===== src/rtl/before_first_mask.sv =====
module before_first_mask #(
  parameter int WIDTH = 64
) (
  input  logic             clk,
  input  logic             rst,
  input  logic             in_valid,
  input  logic [WIDTH-1:0] src_mask,
  input  logic [WIDTH-1:0] pred_mask,
  input  logic             pred_en,
  input  logic [WIDTH-1:0] prev_dst,
  output logic             out_valid,
  output logic [WIDTH-1:0] out_mask
);

  logic [WIDTH-1:0] active;
  logic [WIDTH-1:0] hit;
  logic [WIDTH-1:0] seen;
  logic [WIDTH-1:0] result;

  assign active = pred_en ? pred_mask : {WIDTH{1'b1}};
  assign hit    = src_mask & active;
  // x | -x sets every bit from the lowest set bit of x upward
  assign seen   = hit | (~hit + {{(WIDTH-1){1'b0}}, 1'b1});
  assign result = (active & ~seen) | (~active & prev_dst);

  always_ff @(posedge clk) begin
    if (rst) begin
      out_valid <= 1'b0;
      out_mask  <= '0;
    end else begin
      out_valid <= in_valid;
      if (in_valid) out_mask <= result;
    end
  end

  AST_VALID_FOLLOWS: assert property (@(posedge clk) disable iff (rst)
    in_valid |=> out_valid);
  AST_NO_SPURIOUS_VALID: assert property (@(posedge clk) disable iff (rst)
    !in_valid |=> !out_valid);
  AST_HOLD_IDLE: assert property (@(posedge clk) disable iff (rst)
    !in_valid |=> $stable(out_mask));
  AST_SET_SRC_CLEARED: assert property (@(posedge clk) disable iff (rst)
    (in_valid && !pred_en) |=> ((out_mask & $past(src_mask)) == '0));
  AST_INACTIVE_KEPT: assert property (@(posedge clk) disable iff (rst)
    (in_valid && pred_en) |=>
      (((out_mask ^ $past(prev_dst)) & ~$past(pred_mask)) == '0));
  AST_EMPTY_ALL_ONES: assert property (@(posedge clk) disable iff (rst)
    (in_valid && pred_en && ((src_mask & pred_mask) == '0)) |=>
      ((out_mask & $past(pred_mask)) == $past(pred_mask)));

endmodule


===== config.mk =====
export PLATFORM = sky130hd
export DESIGN_NAME = before_first_mask
export DESIGN_NICKNAME = d
export VERILOG_FILES = /design/src/rtl/before_first_mask.sv
export SDC_FILE = /design/constraint.sdc
export NUM_CORES = 1
export LEC_CHECK = 0
export CORE_ASPECT_RATIO = 1.1
export CORE_MARGIN = 4
export CORE_UTILIZATION = 43
export DETAILED_ROUTE_END_ITERATION = 16
export PLACE_DENSITY_LB_ADDON = 0.05
export SYNTH_ARGS = -nofsm -noshare
export SYNTH_HDL_FRONTEND = slang
export SYNTH_SLANG_ARGS = --single-unit
export TNS_END_PERCENT = 30

===== constraint.sdc =====
create_clock -name clk -period 6.38 [get_ports clk]
set_input_delay 1.276 -clock clk [delete_from_list [all_inputs] [get_ports clk]]
set_output_delay 1.276 -clock clk [all_outputs]
set_load 0.02 [all_outputs]

==> metrics, run 1 <==
Routed WL=approximately 21 mm; top-count cell post-synth=nor2_1; Worst Hold Class=reg -> reg; Synth area leaders=dfxtp_1, nor2_1, nand2_1; status=finished clean; worst reg2reg startpoint=out_mask[60]$_SDFFE_PP0P_; setup_tns=0 ns; Worst Tran Pin Value=approximately 1.1 ns; CORE AREA=~11000 um^2; synthesized area per cell=7.02 um^2; clock skew=0 ns; Largest stage delay, worst path=0.98 ns; Max Slew Vio Count=0; Slew headroom=0.247; GPL Wtd Cong=0.895; DRC viols=0; Final Net Count=1113; H-tree depth=3; fin crit share=0.735; drt via density=6.08; number of max-cap violations=0; DRT Pass-1 Iters=5; CP max stage cell=nor4_4; Die H=119 um; worst path required time=6.64 ns; Final Setup Violations=0; worst reg2reg path depth=4; final hold vios=0; Num CTS Buffers=9; ANT nets after route=0; cell area after synthesis=4780 um^2; Yosys top cell by area=dfxtp_1; Max VDD drop=approximately 0.13 mV; crit path kind=in -> reg; clk_lat worst skew=approximately 0.34 ns; # clock sinks=65; hold wc startpoint=out_mask[37]$_SDFFE_PP0P_; DR vias=6490; Hold Buf Count CTS=0; Setup crit start=pred_en; FP Rows=40; Startpoint Class=input pin; area grow syn2layout=61.2%; full die area=12900 um^2; filler instances=roughly 930; IO Count=about 260; most frequent cells after synthesis=nor2_1, nand2_1, dfxtp_1, o21ai_0, nor3_1; Seq/Total Area, Yosys=0.272; crit path max fanout=47; antenna violations before repair=1; die width=109 um; Synth Flop Type=dfxtp_1; post_cts resized=0; DRT iter0 DRCs=510; crit path DAT=4.95 ns; Hold Crit Depth=2; clock tree buffer depth=2; Max Freq=between 200 and 250 MHz; first-pass GRT wire length=32.1 mm; worst slack, placed=around 1.4 ns; Post-Syn Nets=877; CTS tree=built; final worst slack=approximately 1.7 ns; CP endpoint kind=flip-flop; number of global-route vias before repair=6503; area fraction of the dominant cell type after synthesis=0.272; setup bufs post-CTS=0; largest net degree at the start of global routing=approximately 70; Yosys cell types=a little over 70; # port buffers=260; Root Buffer=clkbuf_16; total grt overflow=0; Period minus WS final=4.69 ns; Detail Placement HPWL=16.3 mm; Initial Utilization=0.438; #FFs+latches synth=65; RSZ-0062 raised after global routing=no; layout cells sized above 1=0.0424; Post-Syn Instances=681; CP cell instances=buf_2, inv_2, o21ai_1, or3b_4, nor4_4, nand4b_2, o31ai_2; Tot Pwr=1.33 mW; total track usage=0.314; synthesis warning total=0; ys async rst share=0; Lkg Pwr=~2.7 nW; EDFF count, synth=0; DR WL/cell=19.6 um; pwr dens=173 nW/um^2; Clock transition at path regs=0.06 ns
-- per-stage QoR --
step | std cells | hold slack [ns] | area, um^2 | utilization
6_report | 1068 | 0.476 | 7700 | 0.706
5_1_grt | 1068 | 0.505 | 7700 | 0.706
4_1_cts | 1067 | 0.477 | 7700 | 0.706
3_5_place_dp | 1053 | 0.466 | 7420 | 0.680
3_3_place_gp | 1053 | 0.463 | 7420 | 0.680
2_1_floorplan | 681 | 0.546 | 4780 | -
-- logic make-up (layout without fill, tap and decap cells) --
group | after synthesis | count (layout) | share of synthesized area
buffers and inverters | 50 | 289 | 0.0435
other | 0 | 1 | 0
AO/OA/AOI/OAI | 206 | 206 | 0.322
flip-flops | 65 | 65 | 0.272
AND/OR/NAND/NOR | 360 | 360 | 0.362
-- layout by cell type, fill, tap and decap left out, types with 12 or more instances in the layout --
master,netlist,layout
a22oi_1,22,22
o21ai_0,41,41
nor4_1,12,12
clkdlybuf4s50_1,0,257
nand3_1,12,12
a21oi_1,16,16
a211oi_1,16,16
nand2b_1,19,19
dfxtp_1,65,65
nand2_1,68,68
nor2_1,153,153
nor3_1,36,36
-- path summary, 6_finish.rpt --
| kind | end | slack, ns |
|---|---|---|
| setup reg to reg | out_mask[60]$_SDFFE_PP0P_ | 5.23 |
| hold / removal | out_mask[37]$_SDFFE_PP0P_ | 0.48 |
| setup / recovery | out_mask[46]$_SDFFE_PP0P_ | 1.69 |
| hold reg to reg | out_mask[37]$_SDFFE_PP0P_ | 0.48 |
-- sequential cells by signal, summed over array words and instances (netlist names) --
register and cells:
out_mask 64, out_valid 1
-- final cells by class --
| type | count | area [um^2] | share of cell area |
|---|---|---|---|
| clock inverter | 3 | 42.5 | 0.00552 |
| clock buffer | 11 | 243 | 0.0315 |
| inverter | 11 | 41.3 | 0.00536 |
| tap | 147 | 184 | 0.0239 |
| antenna | 1 | 2.50 | 0.000325 |
| timing repair buffer | 264 | 2620 | 0.340 |
| multi-input combinational | 566 | 3270 | 0.424 |
| sequential | 65 | 1300 | 0.169 |
-- power breakdown --
part / internal (mW) / switching [mW]
combinational: 0.203 / 0.193
sequential: 0.427 / 0.0123
clock: 0.308 / 0.186
-- critical path: cells and delay by family --
kind | cells | cell delay [ns]
buffers and inverters | 2 | 1.05
and+or+nand+nor | 3 | 1.88
AOI/OAI and AO/OA | 2 | 0.68
-- layer usage --
layer / part of all wire / global-route usage / vias to the layer above
met3: 0.090 / 0.0639 / 85
met5: 0 / 0 / -
met2: 0.50 / 0.558 / 392
li1: - / - / 3040
met1: 0.35 / 0.338 / 2973
met4: 0.054 / 0.178 / 0
Note: power is estimated with default switching activity, not from simulation.
==> run 2: changes to the inputs <==
--- a/config.mk
+++ b/config.mk
@@ -7,7 +7,7 @@
 export LEC_CHECK = 0
 export CORE_ASPECT_RATIO = 1.1
 export CORE_MARGIN = 4
-export CORE_UTILIZATION = 43
+export CORE_UTILIZATION = 40
 export DETAILED_ROUTE_END_ITERATION = 16
 export PLACE_DENSITY_LB_ADDON = 0.05
 export SYNTH_ARGS = -nofsm -noshare
==> constraint.sdc (replaced) <==
create_clock -name clk -period 4.8 [get_ports clk]
set_input_delay 0.96 -clock clk [delete_from_list [all_inputs] [get_ports clk]]
set_output_delay 0.96 -clock clk [all_outputs]
set_load 0.02 [all_outputs]
==> metrics, run 2 (synthesis gave the netlist of run 1 again) <==
DR vias=6377 (-1.7%); DRT iter0 DRCs=518 (+1.6%); pwr dens=231 nW/um^2 (+34%); DR WL/cell=19.5 um (-0.86%); largest net degree at the start of global routing=70 (+2.9%); Largest Register=out_mask; Clock transition at path regs=0.06 ns (about the same); drt via density=5.94 (-2.2%); crit path DAT=3.74 ns (-1.21 ns); Slew headroom=0.327 (+0.0798); # clock sinks=65 (unchanged); Worst Tran Pin Value=1.00 ns (-0.117 ns); FP Rows=41 (+2.5%); clk_lat worst skew=0.33 ns (about the same); Max Slew Vio Count=0 (unchanged); max reg flops=64 (unchanged); Hold Buf Count CTS=0 (unchanged); Period minus WS final=3.49 ns; antenna violations before repair=0 (-1); Max VDD drop=0.161 mV (+27%); total track usage=0.287 (-0.0268); first-pass GRT wire length=31.8 mm (-0.88%); Final Net Count=1115 (+0.18%); fin crit share=0.727; post_cts resized=0 (unchanged); fin cells=1073 (+0.47%); Die H=123 um (+3.4%); Top Registers=out_mask x64, out_valid x1; Root Buffer=clkbuf_16; number of max-cap violations=0 (unchanged); GPL Wtd Cong=0.923 (+3.2%); CORE AREA=11600 um^2 (+6.3%); filler instances=1059 (+14%); worst reg2reg path depth=4 (unchanged); worst path required time=5.05 ns (-1.59 ns); CTS tree=built; clock tree buffer depth=2 (unchanged); layout cells sized above 1=0.0455 (+0.00311); area grow syn2layout=62.0%; cell count after placement=1058 (+0.47%); number of global-route vias before repair=6435 (-1.0%); total grt overflow=0 (unchanged); Hold Slack=0.473 ns (-0.00251 ns); clock skew=0 ns (unchanged); IO Count=261 (unchanged); most common cell after layout, fill and taps aside=clkdlybuf4s50_1; status=finished clean; antenna diode count=0 (-1); crit path max fanout=28 (-40%); Startpoint Class=input pin; H-tree depth=3 (unchanged); setup bufs post-CTS=0 (unchanged); DRC viols=0 (unchanged); full die area=13800 um^2 (+7.0%); Worst Hold Class=reg -> reg; final hold vios=0 (unchanged); most frequent cells in the layout=clkdlybuf4s50_1, nor2_1, nand2_1; Num CTS Buffers=9 (unchanged); Routed WL=20.9 mm (-0.40%); Initial Utilization=0.412 (-0.0258); # port buffers=260 (unchanged); CP endpoint kind=flip-flop; Hold Crit Depth=2 (unchanged); Detail Placement HPWL=16.0 mm (-1.4%); Max Freq=286 MHz; crit path kind=in -> reg; DRT Pass-1 Iters=5 (unchanged); RSZ-0062 raised after global routing=no; Lkg Pwr=2.72 nW (+0.98%); setup_tns=0 ns (unchanged); die width=112 um (+3.4%); ANT nets after route=0 (unchanged); Final Setup Violations=0 (unchanged)
run 2: metal layers:
metal / part of all wire / track usage / up-vias
li1: - / - / 3048
met1: 0.38 / 0.324 / 2972
met2: 0.51 / 0.518 / 294
met3: 0.072 / 0.0582 / 63
met4: 0.044 / 0.136 / 0
met5: 0 / 0 / -
run 2: worst paths after layout:
check | from | to | slack (ns)
hold reg to reg | out_mask[19]$_SDFFE_PP0P_ | out_mask[19]$_SDFFE_PP0P_ | 0.47
setup / recovery | pred_en | out_mask[46]$_SDFFE_PP0P_ | 1.31
setup reg to reg | out_mask[60]$_SDFFE_PP0P_ | out_mask[60]$_SDFFE_PP0P_ | 3.68
hold / removal | out_mask[19]$_SDFFE_PP0P_ | out_mask[19]$_SDFFE_PP0P_ | 0.47
run 2: power by group:
group	internal, mW	switching, mW	leakage (nW)
combinational	0.271	0.253	2.04
sequential	0.567	0.0159	0.534
clock	0.426	0.253	0.148
run 2: critical path, cell delays in order:
cell and delay, ns:
buf_2 0.43, inv_2 0.38, a221oi_2 0.46, o2111a_1 0.29, and3_1 0.59, nand4b_2 0.34, o31ai_2 0.27
run 2: final cells by class:
class / instances / area, um^2 / share of cell area
Clock buffer: 12 / 256 / 0.0331
Clock inverter: 3 / 40.0 / 0.00517
Inverter: 11 / 41.3 / 0.00533
Multi-Input combinational cell: 566 / 3270 / 0.422
Sequential cell: 65 / 1300 / 0.168
Tap cell: 150 / 188 / 0.0242
Timing Repair Buffer: 266 / 2650 / 0.342
run 2: stage by stage:
step / setup WS (ns) / util / power (mW) / cell area (um^2)
after detailed placement: 1.02 / 0.642 / 1.11 / 7450
after CTS: 1.37 / 0.668 / 1.79 / 7740
after global routing: 1.16 / 0.668 / 1.85 / 7740
after global placement: 1.09 / 0.642 / 1.11 / 7450
after floorplan: 1.92 / - / 0.816 / 4780
final: 1.31 / 0.668 / 1.79 / 7740
==> run 3: changes to the inputs <==
--- a/config.mk
+++ b/config.mk
@@ -7,7 +7,7 @@
 export LEC_CHECK = 0
 export CORE_ASPECT_RATIO = 1.1
 export CORE_MARGIN = 4
-export CORE_UTILIZATION = 40
+export CORE_UTILIZATION = 36
 export DETAILED_ROUTE_END_ITERATION = 16
 export PLACE_DENSITY_LB_ADDON = 0.05
 export SYNTH_ARGS = -nofsm -noshare
==> constraint.sdc (replaced) <==
create_clock -name clk -period 3 [get_ports clk]
set_input_delay 0.6 -clock clk [delete_from_list [all_inputs] [get_ports clk]]
set_output_delay 0.6 -clock clk [all_outputs]
set_load 0.02 [all_outputs]
==> metrics, run 3 (synthesis gave the netlist of run 1 again) <==
number of global-route vias before repair=6628 (+3.0%); Crit path buffers/inverters=2 (unchanged); number of max-cap violations=0 (unchanged); status=finished clean; Num CTS Buffers=9 (unchanged); Final Net Count=1155 (+3.6%); crit path max fanout=19 (-32%); full die area=15200 um^2 (+10%); total grt overflow=0 (unchanged); Top Family by Delay on Critical Path=simple AND/OR/NAND/NOR gates; DR vias=6524 (+2.3%); Worst Tran Pin Value=0.662 ns (-0.341 ns); crit path kind=in -> reg; ANT nets after route=0 (unchanged); final hold vios=0 (unchanged); # port buffers=260 (unchanged); CP endpoint kind=flip-flop; Tot Pwr=2.88 mW (+61%); worst reg2reg path depth=4 (unchanged); drt via density=5.81 (-2.2%); worst path required time=3.25 ns (-1.80 ns); # clock sinks=65 (unchanged); Top Usage Layer GRT=met2; filler instances=1170 (+10%); Slew headroom=0.558 (+0.231); Routed WL=21.6 mm (+3.2%); clock tree buffer depth=2 (unchanged); Max Freq=367 MHz; GPL Wtd Cong=0.904 (-2.1%); Worst Hold Class=reg -> reg; largest net degree at the start of global routing=95 (+36%); Largest stage delay, worst path=0.50 ns (-0.09 ns); Clock transition at path regs=0.05 ns (about the same); total track usage=0.274 (-0.0135); Max VDD drop=0.283 mV (+75%); Initial Utilization=0.373 (-0.0390); Die H=129 um (+5.1%); FP Rows=43 (+4.9%); antenna violations before repair=1 (+1); setup bufs post-CTS=0 (unchanged); DRT iter0 DRCs=417 (-19%); die width=118 um (+5.0%); layout cells sized above 1=0.0861 (+0.0406); DR WL/cell=19.2 um (-1.3%); area grow syn2layout=69.1%; post-route cell area=8080 um^2 (+4.4%); CORE AREA=12800 um^2 (+10%); most common cell after layout, fill and taps aside=clkdlybuf4s50_1; Final Setup Violations=0 (unchanged); Max Slew Vio Count=0 (unchanged); IO Count=261 (unchanged); Detail Placement HPWL=17.1 mm (+7.0%); CP cell instances=clkdlybuf4s50_1, a22oi_2, o221ai_2, or3b_4, nor4_4, buf_12, nand4b_2, o31ai_2; fin crit share=0.909; Placed Area=7780 um^2 (+4.5%); Hold Crit Depth=2 (unchanged); most frequent cells in the layout=clkdlybuf4s50_1, nor2_1, nand2_1; WP depth=8 (+1); CP max stage cell=clkdlybuf4s50_1; pwr dens=356 nW/um^2 (+54%); Period minus WS final=2.73 ns; met1 usage=0.293 (-0.0312); crit path DAT=2.98 ns (-0.76 ns); RSZ-0062 raised after global routing=no; H-tree depth=3 (unchanged); Core Util, Final=0.631 (-0.0368); met2 usage in global routing=0.519 (+0.00103); DRC viols=0 (unchanged); first-pass GRT wire length=33.5 mm (+5.3%); Startpoint Class=input pin; Largest Register=out_mask; CTS tree=built; Root Buffer=clkbuf_16; clock skew=0 ns (unchanged); met3 Use GR=0.0651 (+0.00687); DRT Pass-1 Iters=6 (+1); Hold Buf Count CTS=0 (unchanged); clk_lat worst skew=0.33 ns (about the same); max reg flops=64 (unchanged); Top Registers=out_mask x64, out_valid x1; post_cts resized=0 (unchanged); Lkg Pwr=2.91 nW (+7.2%)
run 3: cell types whose count changed in the layout (fill, tap and decap cells not counted), sizes merged:
cell,change
clkbuf,-1
clkinvlp,+2
diode,+1
buf,+40
run 3: cell type report:
| cell class | instances | area [um^2] | share of cell area |
|---|---|---|---|
| inverter | 11 | 41.3 | 0.00511 |
| multi-input combinational | 566 | 3270 | 0.405 |
| timing repair buffer | 306 | 2970 | 0.368 |
| tap | 157 | 196 | 0.0243 |
| clock inverter | 5 | 55.1 | 0.00681 |
| clock buffer | 11 | 243 | 0.0300 |
| sequential | 65 | 1300 | 0.161 |
| antenna | 1 | 2.50 | 0.000310 |
run 3: final timing paths:
kind | start | end | slack, ns
setup / recovery | pred_mask[1] | out_mask[46]$_SDFFE_PP0P_ | 0.27
hold / removal | out_mask[24]$_SDFFE_PP0P_ | out_mask[24]$_SDFFE_PP0P_ | 0.48
setup reg to reg | out_mask[60]$_SDFFE_PP0P_ | out_mask[60]$_SDFFE_PP0P_ | 1.89
hold reg to reg | out_mask[24]$_SDFFE_PP0P_ | out_mask[24]$_SDFFE_PP0P_ | 0.48
run 3: metal layers:
metal,vias up,part of all wire
li1,3132,-
met1,3054,0.38
met2,295,0.51
met3,43,0.070
met4,0,0.034
met5,-,0
run 3: where the power goes:
part           total (mW)  switching [mW]  internal (mW)
combinational       0.878           0.415          0.463
clock                1.07           0.409          0.663
sequential          0.931          0.0242          0.907
run 3: through the flow:
step                      setup TNS (ns)  instances  hold WS [ns]  worst slack [ns]
after floorplan                        0        681         0.546             0.480
after global placement                 0       1105         0.463           0.00896
after detailed placement          -0.195       1105         0.468           -0.0661
after CTS                              0       1121         0.475             0.283
after global routing                   0       1122         0.502             0.137
final                                  0       1122         0.477             0.273
run 3: worst reg2reg max path, cell delays in order (launching register included):
cell and delay [ns]:
dfxtp_1 0.36, o211ai_1 0.09, nor3_1 0.13, nor4bb_1 0.30
a31o_2 0.18
